==> config.mk <==
export PLATFORM = sky130hd
export DESIGN_NAME = i2c_tgt_ack_seq
export DESIGN_NICKNAME = d
export VERILOG_FILES = /design/src/rtl/i2c_tgt_pkg.sv /design/src/rtl/i2c_tgt_cmd_dec.sv /design/src/rtl/i2c_tgt_flags.sv /design/src/rtl/i2c_tgt_ack_seq.sv
export SDC_FILE = /design/constraint.sdc
export NUM_CORES = 1
export LEC_CHECK = 0
export BUFFER_PORTS_ARGS = -buffer_cell sky130_fd_sc_hd__buf_2
export CAP_MARGIN = 20
export CORE_AREA = 10 10 47 49
export DETAILED_ROUTE_END_ITERATION = 12
export DIE_AREA = 0 0 57 59
export SYNTH_ARGS = -nofsm -noshare
export SYNTH_HDL_FRONTEND = slang
export SYNTH_SLANG_ARGS = --single-unit
==> constraint.sdc <==
create_clock -name clk -period 1.3 [get_ports clk]
set_input_delay 0.39 -clock clk [delete_from_list [all_inputs] [get_ports clk]]
set_output_delay 0.39 -clock clk [all_outputs]
set_load 0.05 [all_outputs]
==> src/rtl/i2c_tgt_pkg.sv <==
package i2c_tgt_pkg;
   typedef enum logic [1:0] {
      TCMD_NOP  = 2'd0,
      TCMD_RSVD = 2'd1,
      TCMD_DONE = 2'd2,
      TCMD_NEXT = 2'd3
   } tcmd_e;

   typedef struct packed {
      logic clr_all;
      logic clr_drdy;
      logic ack;
      logic rx;
      logic tx;
      logic set_drdy;
      logic set_wait;
   } tact_t;
endpackage

==> src/rtl/i2c_tgt_cmd_dec.sv <==
module i2c_tgt_cmd_dec
   import i2c_tgt_pkg::*;
#(
   parameter int CMD_W = 2
) (
   input  logic             cmd_we,
   input  logic [CMD_W-1:0] cmd_code,
   input  logic             host_rd,
   input  logic             drdy,
   input  logic             amatch,
   input  logic             prec,
   input  logic             smart_rd,
   output tact_t            act
);
   logic  pend;
   tcmd_e cmd;

   assign pend = drdy | amatch | prec;
   assign cmd  = tcmd_e'(cmd_code[1:0]);

   always_comb begin
      act = '0;
      if (cmd_we && pend) begin
         case (cmd)
            TCMD_DONE: begin
               act.clr_all  = 1'b1;
               act.set_wait = 1'b1;
               act.ack      = ~host_rd;
            end
            TCMD_NEXT: begin
               act.clr_all = 1'b1;
               if (amatch) begin
                  act.ack = 1'b1;
                  if (host_rd) act.set_drdy = 1'b1;
                  else         act.rx       = 1'b1;
               end else if (drdy) begin
                  if (host_rd) act.tx = 1'b1;
                  else begin
                     act.ack = 1'b1;
                     act.rx  = 1'b1;
                  end
               end
            end
            default: act = '0;
         endcase
      end else if (smart_rd) begin
         act.clr_drdy = 1'b1;
         act.ack      = 1'b1;
         act.rx       = 1'b1;
      end
   end
endmodule

==> src/rtl/i2c_tgt_flags.sv <==
module i2c_tgt_flags (
   input  logic clk,
   input  logic rst_n,
   input  logic clr_all,
   input  logic clr_drdy,
   input  logic set_drdy,
   input  logic drdy_ev,
   input  logic amatch_ev,
   input  logic stop_ev,
   input  logic grp_en,
   output logic drdy,
   output logic amatch,
   output logic prec,
   output logic addressed
);
   logic stop_qual;

   assign stop_qual = stop_ev & (~grp_en | addressed);

   always_ff @(posedge clk) begin
      if (!rst_n) begin
         drdy      <= 1'b0;
         amatch    <= 1'b0;
         prec      <= 1'b0;
         addressed <= 1'b0;
      end else begin
         drdy      <= (drdy & ~clr_all & ~clr_drdy) | drdy_ev | set_drdy;
         amatch    <= (amatch & ~clr_all) | amatch_ev;
         prec      <= (prec & ~clr_all) | stop_qual;
         addressed <= amatch_ev | (addressed & ~stop_ev);
      end
   end
endmodule

==> src/rtl/i2c_tgt_ack_seq.sv <==
module i2c_tgt_ack_seq
   import i2c_tgt_pkg::*;
#(
   parameter int CMD_W         = 2,
   parameter bit SMART_SUPPORT = 1'b1
) (
   input  logic             clk,
   input  logic             rst_n,
   input  logic             cmd_we,
   input  logic [CMD_W-1:0] cmd_code,
   input  logic             ack_act,
   input  logic             smart_en,
   input  logic             grp_cmd_en,
   input  logic             host_rd,
   input  logic             amatch_ev,
   input  logic             drdy_ev,
   input  logic             stop_ev,
   input  logic             start_ev,
   input  logic             data_rd,
   output logic             ack_req,
   output logic             ack_nack,
   output logic             rx_next,
   output logic             tx_byte,
   output logic             wait_start,
   output logic             drdy_flag,
   output logic             amatch_flag,
   output logic             prec_flag,
   output logic [CMD_W-1:0] cmd_rdback
);
   generate
      if (CMD_W != 2) begin : g_bad_width
         $error("i2c_tgt_ack_seq: CMD_W must be 2");
      end
   endgenerate

   tact_t act;
   logic  smart_rd;
   logic  addressed_w;

   generate
      if (SMART_SUPPORT) begin : g_smart
         assign smart_rd = smart_en & data_rd & drdy_flag & ~host_rd;
      end else begin : g_no_smart
         assign smart_rd = 1'b0;
      end
   endgenerate

   i2c_tgt_cmd_dec #(.CMD_W(CMD_W)) u_dec (
      .cmd_we   (cmd_we),
      .cmd_code (cmd_code),
      .host_rd  (host_rd),
      .drdy     (drdy_flag),
      .amatch   (amatch_flag),
      .prec     (prec_flag),
      .smart_rd (smart_rd),
      .act      (act)
   );

   i2c_tgt_flags u_flags (
      .clk       (clk),
      .rst_n     (rst_n),
      .clr_all   (act.clr_all),
      .clr_drdy  (act.clr_drdy),
      .set_drdy  (act.set_drdy),
      .drdy_ev   (drdy_ev),
      .amatch_ev (amatch_ev),
      .stop_ev   (stop_ev),
      .grp_en    (grp_cmd_en),
      .drdy      (drdy_flag),
      .amatch    (amatch_flag),
      .prec      (prec_flag),
      .addressed (addressed_w)
   );

   always_ff @(posedge clk) begin
      if (!rst_n) begin
         ack_req    <= 1'b0;
         ack_nack   <= 1'b0;
         rx_next    <= 1'b0;
         tx_byte    <= 1'b0;
         wait_start <= 1'b0;
      end else begin
         ack_req    <= act.ack;
         if (act.ack) ack_nack <= ack_act;
         rx_next    <= act.rx;
         tx_byte    <= act.tx;
         wait_start <= act.set_wait | (wait_start & ~start_ev);
      end
   end

   assign cmd_rdback = '0;
endmodule

==> flow_summary.html <==
<table>
<tr><th>Metric</th><th>Value</th></tr>
<tr><th colspan="2">Synthesis</th></tr>
<tr><td>Syn Inst Count</td><td>45</td></tr>
<tr><td>Simple logic cell fraction of the synthesized area</td><td>20.1%</td></tr>
<tr><td>Fraction of post-synthesis cell area in the top cell type by area</td><td>43.2%</td></tr>
<tr><td>Adder-cell area share of the yosys netlist</td><td>0%</td></tr>
<tr><td>Sequential-to-total area share from yosys stat</td><td>43.2%</td></tr>
<tr><td>Top flip-flop cell by instance count after synthesis</td><td>sky130_fd_sc_hd__dfxtp_1</td></tr>
<tr><td>Mapped Area</td><td>417 um2</td></tr>
<tr><td>Async set-or-reset flop fraction in the synthesized netlist</td><td>0%</td></tr>
<tr><td>Dominant combinational cell family by area after synthesis</td><td>compound AO/OA/AOI/OAI gates</td></tr>
<tr><td>Library cell occupying the most area in the post-synthesis netlist</td><td>sky130_fd_sc_hd__dfxtp_1</td></tr>
<tr><td>Xor-xnor portion of the synthesized cell area</td><td>0%</td></tr>
<tr><td>Register bit total from synthesis</td><td>9</td></tr>
<tr><td>Proportion of synthesized area in mux cells</td><td>2.40%</td></tr>
<tr><td>Post-synthesis compound-gate area fraction</td><td>27.0%</td></tr>
<tr><td>Number of flops mapped to enable cells by yosys</td><td>0</td></tr>
<tr><td>Biggest area contributors in the synthesized netlist</td><td>sky130_fd_sc_hd__dfxtp_1 43%, sky130_fd_sc_hd__o311ai_4 6.3%, sky130_fd_sc_hd__nor2b_1 6.0%, sky130_fd_sc_hd__nand2_1 4.5%, sky130_fd_sc_hd__o21ai_0 3.6%</td></tr>
<tr><td>Synth Warn #</td><td>0</td></tr>
<tr><td>Per-instance average area after synthesis</td><td>9.26 um2</td></tr>
<tr><td>Number of library cell types mapped by synthesis</td><td>23</td></tr>
<tr><th colspan="2">Cells and area</th></tr>
<tr><td>Most frequent cells in the layout</td><td>18 x sky130_fd_sc_hd__buf_2, 7 x sky130_fd_sc_hd__buf_4, 6 x sky130_fd_sc_hd__dfxtp_1</td></tr>
<tr><td>Number of standard cells in the final layout excluding fillers</td><td>89</td></tr>
<tr><td>Layout Area Growth over Synthesis</td><td>47.4%</td></tr>
<tr><td>Reg area</td><td>184 um2</td></tr>
<tr><td>Ratio of cells with drive above 1 in the final layout</td><td>49.3%</td></tr>
<tr><td>Final net count</td><td>88</td></tr>
<tr><td>Antenna diode instance count</td><td>0</td></tr>
<tr><td>Most common cell after layout, fill and taps aside</td><td>sky130_fd_sc_hd__buf_2</td></tr>
<tr><td>Filler instances</td><td>150</td></tr>
<tr><td>Area of the multi-input gates</td><td>223 um2</td></tr>
<tr><th colspan="2">Clocking</th></tr>
<tr><td>Clock transition at path regs</td><td>60 ps</td></tr>
<tr><td>CTS tree</td><td>built</td></tr>
<tr><td>Clock root cell</td><td>sky130_fd_sc_hd__clkbuf_4</td></tr>
<tr><td>Later-pin clock latency in the skew report</td><td>270 ps</td></tr>
<tr><td>TritonCTS buffer count</td><td>3</td></tr>
<tr><td>Number of hold buffers added after cts</td><td>0</td></tr>
<tr><td>Htree depth</td><td>1</td></tr>
<tr><td>Clk sinks</td><td>9</td></tr>
<tr><td>Number of buffers on the longest clock path</td><td>2</td></tr>
<tr><th colspan="2">GRT</th></tr>
<tr><td>Vias in the first global route</td><td>414</td></tr>
<tr><td>Wire length of the first global-routing pass</td><td>1.79 mm</td></tr>
<tr><td>Largest net degree at the start of global routing</td><td>11</td></tr>
<tr><td>Antenna violations before repair</td><td>0</td></tr>
<tr><td>Global route total overflow</td><td>0</td></tr>
<tr><td>Global-route usage over all layers</td><td>6.80%</td></tr>
<tr><th colspan="2">Route</th></tr>
<tr><td>Routed wire length per instance</td><td>12.3 um</td></tr>
<tr><td>Vias</td><td>400</td></tr>
<tr><td>Detailed-route wire length</td><td>1.10 mm</td></tr>
<tr><td>Final antenna-violating net count</td><td>0</td></tr>
<tr><td>Number of optimization iterations in the first detailed-route pass</td><td>2</td></tr>
<tr><td>Post-route DRC violation count</td><td>0</td></tr>
<tr><td>Via/cell ratio</td><td>4.49</td></tr>
<tr><td>Number of DRC markers in iteration 0</td><td>7</td></tr>
<tr><th colspan="2">Floorplan</th></tr>
<tr><td>Placeable core region</td><td>1400 um2</td></tr>
<tr><td>I/O pin count</td><td>24</td></tr>
<tr><td>Initial core utilization</td><td>29.7%</td></tr>
<tr><td>Number of standard-cell rows in the floorplan</td><td>14</td></tr>
<tr><td>Height of the chip</td><td>59 um</td></tr>
<tr><td>Die Footprint</td><td>3360 um2</td></tr>
<tr><td>Die width</td><td>57 um</td></tr>
<tr><th colspan="2">Pwr</th></tr>
<tr><td>Design internal power</td><td>476 uW</td></tr>
<tr><td>Switching power</td><td>218 uW</td></tr>
<tr><td>Total leakage power</td><td>0.282 nW</td></tr>
<tr><td>P per Cell Area</td><td>1130 nW/um2</td></tr>
<tr><td>Clock group share of total power</td><td>32.8%</td></tr>
<tr><td>Post-layout total power</td><td>694 uW</td></tr>
<tr><td>Power share of the sequential group</td><td>43.9%</td></tr>
<tr><td>Worst ir drop on vdd</td><td>434 uV</td></tr>
<tr><td>Logic gate share of total power</td><td>23.4%</td></tr>
<tr><td>Proportion of total power due to net switching</td><td>31.4%</td></tr>
<tr><th colspan="2">STA</th></tr>
<tr><td>Achievable Freq</td><td>786 MHz</td></tr>
<tr><td>Smallest hold slack</td><td>328 ps</td></tr>
<tr><td>Maximum clock skew at final layout</td><td>1.40 ps</td></tr>
<tr><td>RSZ-0062 raised after global routing</td><td>true</td></tr>
<tr><td>Final-report max-slew violation count</td><td>0</td></tr>
<tr><td>Hold Fails Final Rpt</td><td>0</td></tr>
<tr><td>Final count of negative-setup-slack endpoints</td><td>0</td></tr>
<tr><td>Final worst path period share</td><td>97.8%</td></tr>
<tr><td>Shortest clock period the worst path allows after layout</td><td>1270 ps</td></tr>
<tr><th colspan="2">Place</th></tr>
<tr><td>Count of placed standard cells including taps</td><td>82</td></tr>
<tr><td>HPWL after DPL</td><td>848 um</td></tr>
<tr><td>Buffers on Ports</td><td>21</td></tr>
<tr><td>Final weighted congestion in routability-driven placement</td><td>0.731</td></tr>
<tr><th colspan="2">Run</th></tr>
<tr><td>Number of max-capacitance violations reported</td><td>0</td></tr>
<tr><th colspan="2">Worst setup path</th></tr>
<tr><td>CP Data Required Time</td><td>910 ps</td></tr>
<tr><td>Crit Path Class</td><td>reg -&gt; out</td></tr>
<tr><td>Master of the slowest instance on the critical path</td><td>sky130_fd_sc_hd__dfxtp_2</td></tr>
<tr><td>Buf+Inv Stages, Crit Path</td><td>1</td></tr>
<tr><td>Kind of end point of the critical path</td><td>primary output</td></tr>
<tr><td>Family of cells with the greatest summed delay on the critical path</td><td>flip-flops</td></tr>
<tr><td>Startpoint Class</td><td>register</td></tr>
<tr><td>Maximum fanout along the worst path</td><td>7</td></tr>
<tr><td>Critical path cell sequence</td><td>buf_6</td></tr>
<tr><td>Crit path DAT</td><td>880 ps</td></tr>
<tr><td>Stage delay of the slowest cell on the critical path</td><td>430 ps</td></tr>
<tr><th colspan="2">Worst hold path</th></tr>
<tr><td>Worst Hold Class</td><td>in -&gt; reg</td></tr>
<tr><th colspan="2">Status</th></tr>
<tr><td>Result of the run</td><td>completed</td></tr>
</table>
layer usage:
metal | vias up | routed length (um) | track usage (%)
li1 | 209 | - | -
met1 | 174 | 449 | 7.54
met2 | 14 | 546 | 10.2
met3 | 3 | 74 | 2.79
met4 | 0 | 24 | 5.03
met5 | - | 0 | 0
cells in the mapped netlist (2+ instances only):
| cell type | number |
|---|---|
| sky130_fd_sc_hd__dfxtp_1 | 9 |
| sky130_fd_sc_hd__nor2b_1 | 4 |
| sky130_fd_sc_hd__inv_1 | 2 |
| sky130_fd_sc_hd__a21oi_1 | 2 |
| sky130_fd_sc_hd__nor3_1 | 2 |
| sky130_fd_sc_hd__nand2_1 | 5 |
| sky130_fd_sc_hd__buf_4 | 2 |
| sky130_fd_sc_hd__o21a_1 | 2 |
| sky130_fd_sc_hd__o21ai_0 | 3 |
flip-flops by register name, summed over array words and instances, names as in the netlist:
name               flops
ack_req                1
u_flags.amatch         1
u_flags.drdy           1
u_flags.prec           1
ack_nack               1
tx_byte                1
rx_next                1
u_flags.addressed      1
wait_start             1
metrics by stage:
| step | setup WS (ps) | setup TNS, ps | area (um2) | utilization (%) |
|---|---|---|---|---|
| 6_report | 28.0 | 0 | 614 | 43.8 |
| 4_1_cts | 2.02 | 0 | 583 | 41.6 |
| 5_1_grt | -69.7 | -97.6 | 614 | 43.8 |
| 2_1_floorplan | 3.98 | 0 | 424 | - |
| 3_5_place_dp | 14.1 | 0 | 546 | 38.9 |
| 3_3_place_gp | 55.9 | 0 | 546 | 38.9 |
cell type report:
cell class                      instances  share of cell area (%)
Tap cell                               16                    3.26
Multi-Input combinational cell         32                    36.3
Clock buffer                            4                    4.28
Inverter                                2                    1.22
Timing Repair Buffer                   26                    25.1
Sequential cell                         9                    29.9
power by group through the flow:
stage               registers (mW)  clock network [mW]  logic (mW)
finish                       0.304               0.227       0.162
global route                 0.306               0.243       0.176
CTS                          0.304               0.234       0.151
detailed placement           0.309                   0       0.145
global placement             0.309                   0       0.144
floorplan                    0.349                   0      0.0608
path summary, 6_finish.rpt:
| check | from | endpoint | slack, ps | cells past startpoint |
|---|---|---|---|---|
| hold reg to reg | ack_nack | ack_nack | 460 | 2 |
| setup reg to reg | u_flags.drdy | u_flags.drdy | 80 | 4 |
| setup / recovery | u_flags.amatch | amatch_flag | 30 | 1 |
| hold / removal | drdy_ev | u_flags.drdy | 330 | 2 |
kinds of logic (layout without fill, tap and decap cells):
logic type | after synthesis | in the layout
AO/OA/AOI/OAI | 13 | 13
buffers and inverters | 5 | 32
flip-flops | 9 | 9
multiplexers | 1 | 1
other | 1 | 2
AND/OR/NAND/NOR | 16 | 16
repair_timing:
item / in CTS / in global routing
resized for setup: 4 / 3
setup endpoints to repair: 3 / 3
cloned: 0 / 0
setup buffers: 0 / 3
pin swaps: 0 / 2
(Power assumes the default switching activity.)
